## config.mk

```make
export PLATFORM = sky130hd
export DESIGN_NAME = frame_readout_ser
export DESIGN_NICKNAME = d
export VERILOG_FILES = /design/src/rtl/frame_readout_ser.sv
export SDC_FILE = /design/constraint.sdc
export NUM_CORES = 1
export LEC_CHECK = 0
export ABC_AREA = 1
export ABC_CLOCK_PERIOD_IN_PS = 3080
export BUFFER_PORTS_ARGS = -buffer_cell sky130_fd_sc_hd__buf_2
export CAP_MARGIN = 20
export CORE_ASPECT_RATIO = 1.75
export CORE_MARGIN = 1.5
export CORE_UTILIZATION = 32
export DETAILED_ROUTE_END_ITERATION = 10
export PLACE_DENSITY = 0.45
export SLEW_MARGIN = 10
export SYNTH_ARGS = -nofsm -noshare
export SYNTH_HDL_FRONTEND = slang
export SYNTH_SLANG_ARGS = --single-unit
```

## constraint.sdc

```tcl
create_clock -name clk -period 3.08 [get_ports clk]
set_input_delay 0.154 -clock clk [delete_from_list [all_inputs] [get_ports clk]]
set_output_delay 0.154 -clock clk [all_outputs]
set_load 0.03 [all_outputs]
```

## src/rtl/frame_readout_ser.sv

```systemverilog
module frame_readout_ser #(
  parameter int FRAME_W     = 72,
  parameter int SYNC_STAGES = 2
) (
  input  logic               clk,
  input  logic               rst_n,
  input  logic               load,
  input  logic [FRAME_W-1:0] frame_in,
  input  logic               sclk,
  input  logic               cs_n,
  output logic               dout,
  output logic               drdy_n
);
  localparam int CW = $clog2(FRAME_W + 1);
  localparam logic [CW-1:0] FULL = CW'(FRAME_W);

  logic [SYNC_STAGES-1:0] sclk_sy, cs_sy;
  logic                   sclk_d;
  logic [FRAME_W-1:0]     sh, pbuf;
  logic [CW-1:0]          left;
  logic                   pend, dout_r;

  always_ff @(posedge clk or negedge rst_n)
    if (!rst_n) begin
      sclk_sy <= '0;
      cs_sy   <= '1;
      sclk_d  <= 1'b0;
    end else begin
      sclk_sy <= {sclk_sy[SYNC_STAGES-2:0], sclk};
      cs_sy   <= {cs_sy[SYNC_STAGES-2:0], cs_n};
      sclk_d  <= sclk_sy[SYNC_STAGES-1];
    end

  wire sclk_q   = sclk_sy[SYNC_STAGES-1];
  wire cs_q     = cs_sy[SYNC_STAGES-1];
  wire rise     = sclk_q & ~sclk_d;
  wire fall     = ~sclk_q & sclk_d;
  wire in_prog  = (left != '0) && (left != FULL);
  wire take_new = load && !in_prog;
  wire promote  = pend && (left == '0) && !load;
  wire take     = take_new | promote;
  wire shift    = rise && !cs_q && !take;

  always_ff @(posedge clk or negedge rst_n)
    if (!rst_n) begin
      sh     <= '0;
      pbuf   <= '0;
      left   <= '0;
      pend   <= 1'b0;
      dout_r <= 1'b0;
      drdy_n <= 1'b1;
    end else begin
      if (take) begin
        sh   <= take_new ? frame_in : pbuf;
        left <= FULL;
        pend <= 1'b0;
      end else if (shift) begin
        if (left != '0) begin
          dout_r <= sh[FRAME_W-1];
          sh     <= sh << 1;
          left   <= left - CW'(1);
        end else begin
          dout_r <= 1'b0;
        end
      end
      if (load && in_prog) begin
        pbuf <= frame_in;
        pend <= 1'b1;
      end
      if (take)      drdy_n <= 1'b0;
      else if (fall) drdy_n <= 1'b1;
    end

  assign dout = ~cs_q & dout_r;
endmodule


```

# Word-level counts from Yosys, hierarchy flattened
# Index checks and enable logic that the tools add are counted.
[word_totals] regBits=159 input_bits=77 output_inout_bits=2
[classes] n_addsub=1 eq_ne=1 n_mux=12 bitwise=8 reduce_logical=19
[ops] operator="72-bit two-way mux" count=4
[ops] operator="7-bit two-way mux" count=3
[ops] operator="2-bit nonzero test" count=4
[ops] operator="1-bit logical AND" count=7
[ops] operator="7-bit logical NOT" count=1
[ops] operator="7-bit inequality test (second input constant)" count=1
[ops] operator="7-bit nonzero test" count=1
[ops] operator="7-bit by 1-bit subtractor with 7-bit output (second input constant)" count=1
[ops] operator="1-bit two-way mux" count=5
[ops] operator="1-bit logical NOT" count=4
[ops] operator="1-bit NOT" count=4
[ops] operator="2-bit AND reduction" count=2
[ops] operator="1-bit AND" count=3
[ops] operator="1-bit OR" count=1

# Logic depth before layout (Yosys ltp)
[depth] ltp_word=9 depth_mapped=14

# Worst setup path after synthesis
# Ideal clock, no wire load.
[synth_timing] kind="register to register" start="register left[0]" end="register sh[33]" setup_ns=0.128 arrival_ns=1.624 path_slack_ns=1.328 stages_incl_launch_ff=12 synth_period_minus_slack_ns=1.752 cell_sequence="dfrtp_1 inv_1 ha_1 inv_1 nor2_1 nand3_2 nand2_2 nand2_2 buf_6 buf_4 o21ai_0 nand3_1"
[synth_via] elab_chain_cells=9 word_cells_on_any_way=16
[synth_rtl] element="from (decl)" line_no="20" source="logic [CW-1:0] left;"
[synth_rtl] element="from (signal assigned)" line_no="61" source="left <= left - CW'(1);"
[synth_rtl] element="7-bit inequality test / 7-bit nonzero test (equally long branches)" line_no="38, 58"
[synth_rtl] element="1-bit logical AND" line_no="38" source="wire in_prog = (left != '0) && (left != FULL);"
[synth_rtl] element="1-bit logical NOT" line_no="39" source="wire take_new = load && !in_prog;"
[synth_rtl] element="1-bit logical AND" line_no="39"
[synth_rtl] element="1-bit OR" line_no="41" source="wire take = take_new | promote;"
[synth_rtl] element="1-bit logical NOT" line_no="42" source="wire shift = rise && !cs_q && !take;"
[synth_rtl] element="1-bit logical AND" line_no="42"
[synth_rtl] element="2-bit nonzero test (no source line)"
[synth_rtl] element="2-bit AND reduction (no source line)"
[synth_rtl] element="to (signal assigned)" line_no="54" source="sh <= take_new ? frame_in : pbuf;"
[synth_rtl] element="to (signal assigned)" line_no="60" source="sh <= sh << 1;"
[synth_rtl] element="to (decl)" line_no="19" source="logic [FRAME_W-1:0] sh, pbuf;"
# Parallel ways exist; a longest one is shown, timed or not.
# A chain may end at the register's enable or synchronous reset.

# Final worst setup path
[layout_timing] start="register left[0]" end="register sh[58]"
# The elaborated chain is that of the path after synthesis.

==> qor.yml <==
synth:
  synth_top_area_share_pct: 49.3
  synth_nets: 1132
  synth_top_cell_by_area: "dfrtp_1"
  synth.yosys.warnings: 0
  synth.most_common_cell: "nand2_1"
  ys_ff_latch: 159
  synth_cells: 1054
  ys_types: 27
  ys_async_sr_fraction_pct: 100
  synth_area_leaders: "dfrtp_1, nand2_1, o21ai_0"
  synth_edf_count: 0
  syn_area_per_cell_um2: 7.51
  synth-main-ff-cell: "dfrtp_1"
  synth_sequential_area_ratio_pct: 50.3
  netlist_top_cells_count: "nand2_1, dfrtp_1, o21ai_0, inv_1, nand3_1"
  synth_area_um2: 7920
cts:
  clkTransAtPathRegs_ns: 0.07
  cts_tree: "done"
  clk_latency_ns: 0.44
  clockRootBuffer: "clkbuf_16"
  post-cts-setup-buffer-count: 0
  cts_made_buffers: 17
  cts_resized: 0
  numClockSinks: 159
  clockBufferDepth: 2
  h-tree-depth: 4
power:
  p_leak_uw: 0.00508
  p_per_area_nw_per_um2: 904
  p_sw_uw: 3340
  comb_power_share_pct: 32.7
  netSwitchingFraction_pct: 37.3
  p_seq_share_pct: 40.1
  finalPower_uw: 8960
  ir_drop_uv: 418
  clockPowerShare_pct: 27.2
  internal_power_uw: 5620
grt:
  grt_pass1_wl_mm: 38.6
  overflow: 0
  antenna_found_initial: 0
  grt_pass1_vias: 7400
  grtUsageTotal_pct: 19.6
  grt_max_degree: 66
worst_setup_path:
  cp-end-kind: "flop"
  worst-path-buf-inv: 5
  critical_path.top_delay_family: "buffers and inverters"
  max_stage_delay_ns: 0.41
  critical_path_class: "reg2reg"
  arrival_ns: 2.66
  crit_slowest_cell: "inv_1"
  startpoint_type: "flop"
  cp_max_fo: 13
  timing.critical_path.cells: "inv_1 > ha_1 > inv_1 > nor2_1 > nand3_2 > nand2_2 > nand2_2 > inv_1 > buf_4 > nand2_1 > nand2_1 > nand2_1 > nand2_1 > inv_1"
  critical_path_required_ns: 3.41
route:
  finalWirelength_mm: 23.5
  vias_per_cell: 4.73
  ant_nets: 0
  drc_errors: 0
  num_vias: 7090
  wl_per_cell_um: 15.7
  drt_iter0_drc: 444
  firstDrtPassIters: 5
layout:
  final_net_count: 1251
  drive_gt1_share_pct: 12.9
  fillers: 2587
  area_delta_synth_final_pct: 25.1
  antenna_cells: 0
sta:
  setup_viol_count_final: 0
  rsz0062_at_grt: "false"
  worst-slew-pin-transition_ns: 0.703
  setup_tns_ns: 0
  max_freq_mhz: 429
  clock_skew_ns: 0.00726
  slew_headroom_pct: 53.1
  min_period_ns: 2.33
  finalHoldViolCount: 0
  period_share_pct: 75.6
  drv_slew: 0
placement:
  place.gp.congestion: 0.774
  hpwl_mm: 14.6
  numPortBuffers: 78
outcome:
  outcome: "completed"
hold_path:
  min_path_type: "in2reg"
die:
  initial_core_util_pct: 32.4
  dieWidth_um: 122
  core_um2: 24400
  dieArea_um2: 25700
  floorplan.rows: 76
  ioPinCount: 79
  dieHeight_um: 211
job:
  cap_violations: 0
[cell type report]
type,count,area [um^2],share of cell area (%)
sequential,159,3980,40.2
multi-input combinational,741,3260,32.9
timing repair buffer,165,1260,12.7
clock buffer,23,498,5.03
tap,312,390,3.94
inverter,89,334,3.37
clock inverter,9,178,1.79
[layout by cell type (no fill, tap or decap)]
| master | count |
|---|---|
| nand2_1 | 424 |
| dfrtp_1 | 156 |
| o21ai_0 | 96 |
| inv_1 | 87 |
| buf_2 | 77 |
| nand3_1 | 70 |
| dlygate4sd3_1 | 65 |
| nor2_1 | 57 |
| a21oi_1 | 39 |
| nand3b_1 | 20 |
| buf_4 | 18 |
| clkbuf_16 | 17 |
| nand4_1 | 11 |
| a21oi_2 | 7 |
| bufinv_16 | 5 |
| clkbuf_8 | 5 |
| buf_12 | 4 |
| nor2_4 | 3 |
| nand3_2 | 3 |
| nand2_2 | 3 |
| clkinvlp_4 | 3 |
| dfstp_2 | 3 |
| nor3_1 | 2 |
| nor2_2 | 1 |
| inv_2 | 1 |
| nand3_4 | 1 |
| clkinv_1 | 1 |
| xnor2_1 | 1 |
| o21ai_1 | 1 |
| o31ai_1 | 1 |
| ha_1 | 1 |
| clkbuf_1 | 1 |
| clkinv_2 | 1 |
| buf_6 | 1 |
[sequential cells by signal (all words and copies together) (netlist names)]
| signal | cells |
|---|---|
| left | 7 |
| sclk_sy | 2 |
| pend | 1 |
| pbuf | 72 |
| drdy_n | 1 |
| cs_sy | 2 |
| sh | 72 |
| sclk_d | 1 |
| dout_r | 1 |
[per-stage QoR]
step / util, % / setup WS [ns] / cell area, um^2 / hold WS, ns / instances
CTS: 40.5 / 0.709 / 9900 / 0.00149 / 1497
global route: 40.5 / 0.481 / 9910 / 0.00875 / 1498
detailed placement: 35.1 / 0.735 / 8580 / 0.114 / 1401
finish: 40.5 / 0.751 / 9910 / 0.0182 / 1498
global placement: 35.1 / 0.782 / 8580 / 0.110 / 1401
floorplan: - / 1.33 / 7920 / -0.142 / 1054
[kinds of logic after synthesis]
family | synth area share (%)
flops | 50.3
buf+inv | 8.60
compound gates | 9.47
simple gates | 31.4
xor+xnor | 0.111
fa+ha+maj | 0.158
[tightest hold or removal path: stages]
cell,delay (ns)
buf_2,0.10
inv_1,0.07
o21ai_0,0.09
[worst paths after layout]
kind | startpoint | end | slack, ns | depth (start not counted)
setup / recovery | left[0]$_DFFE_PN0P_ | sh[58]$_DFFE_PN0P_ | 0.75 | 14
hold / removal | frame_in[19] | pbuf[19]$_DFFE_PN0P_ | 0.02 | 3
setup reg to reg | left[0]$_DFFE_PN0P_ | sh[58]$_DFFE_PN0P_ | 0.75 | 14
hold reg to reg | sclk_sy[0]$_DFF_PN0_ | sclk_sy[1]$_DFF_PN0_ | 0.35 | 0
max in group asynchronous | rst_n | pbuf[43]$_DFFE_PN0P_ | 2.05 | 3
min in group asynchronous | rst_n | pbuf[8]$_DFFE_PN0P_ | 0.20 | 2
[what timing repair did]
action / CTS / global route
endpoints found under the setup margin: 0 / 0
hold buffers: 64 / 1
hold endpoints to repair: 102 / 1
[per-layer routing]
metal	global-route usage [%]	up-vias	share of wire (%)
met2	35.5	117	52
met5	0	-	0
met4	5.84	0	2.1
met3	3.89	26	2.7
met1	23.0	3409	43
li1	-	3538	-
[power groups by stage]
stage / clock network, uW / registers [uW] / logic [uW]
2_1_floorplan: 0 / 3460 / 2200
6_report: 2440 / 3590 / 2930
3_5_place_dp: 0 / 3610 / 2920
5_1_grt: 2600 / 3710 / 3430
3_3_place_gp: 0 / 3610 / 2890
4_1_cts: 2510 / 3590 / 3000
(Power assumes the default switching activity.)
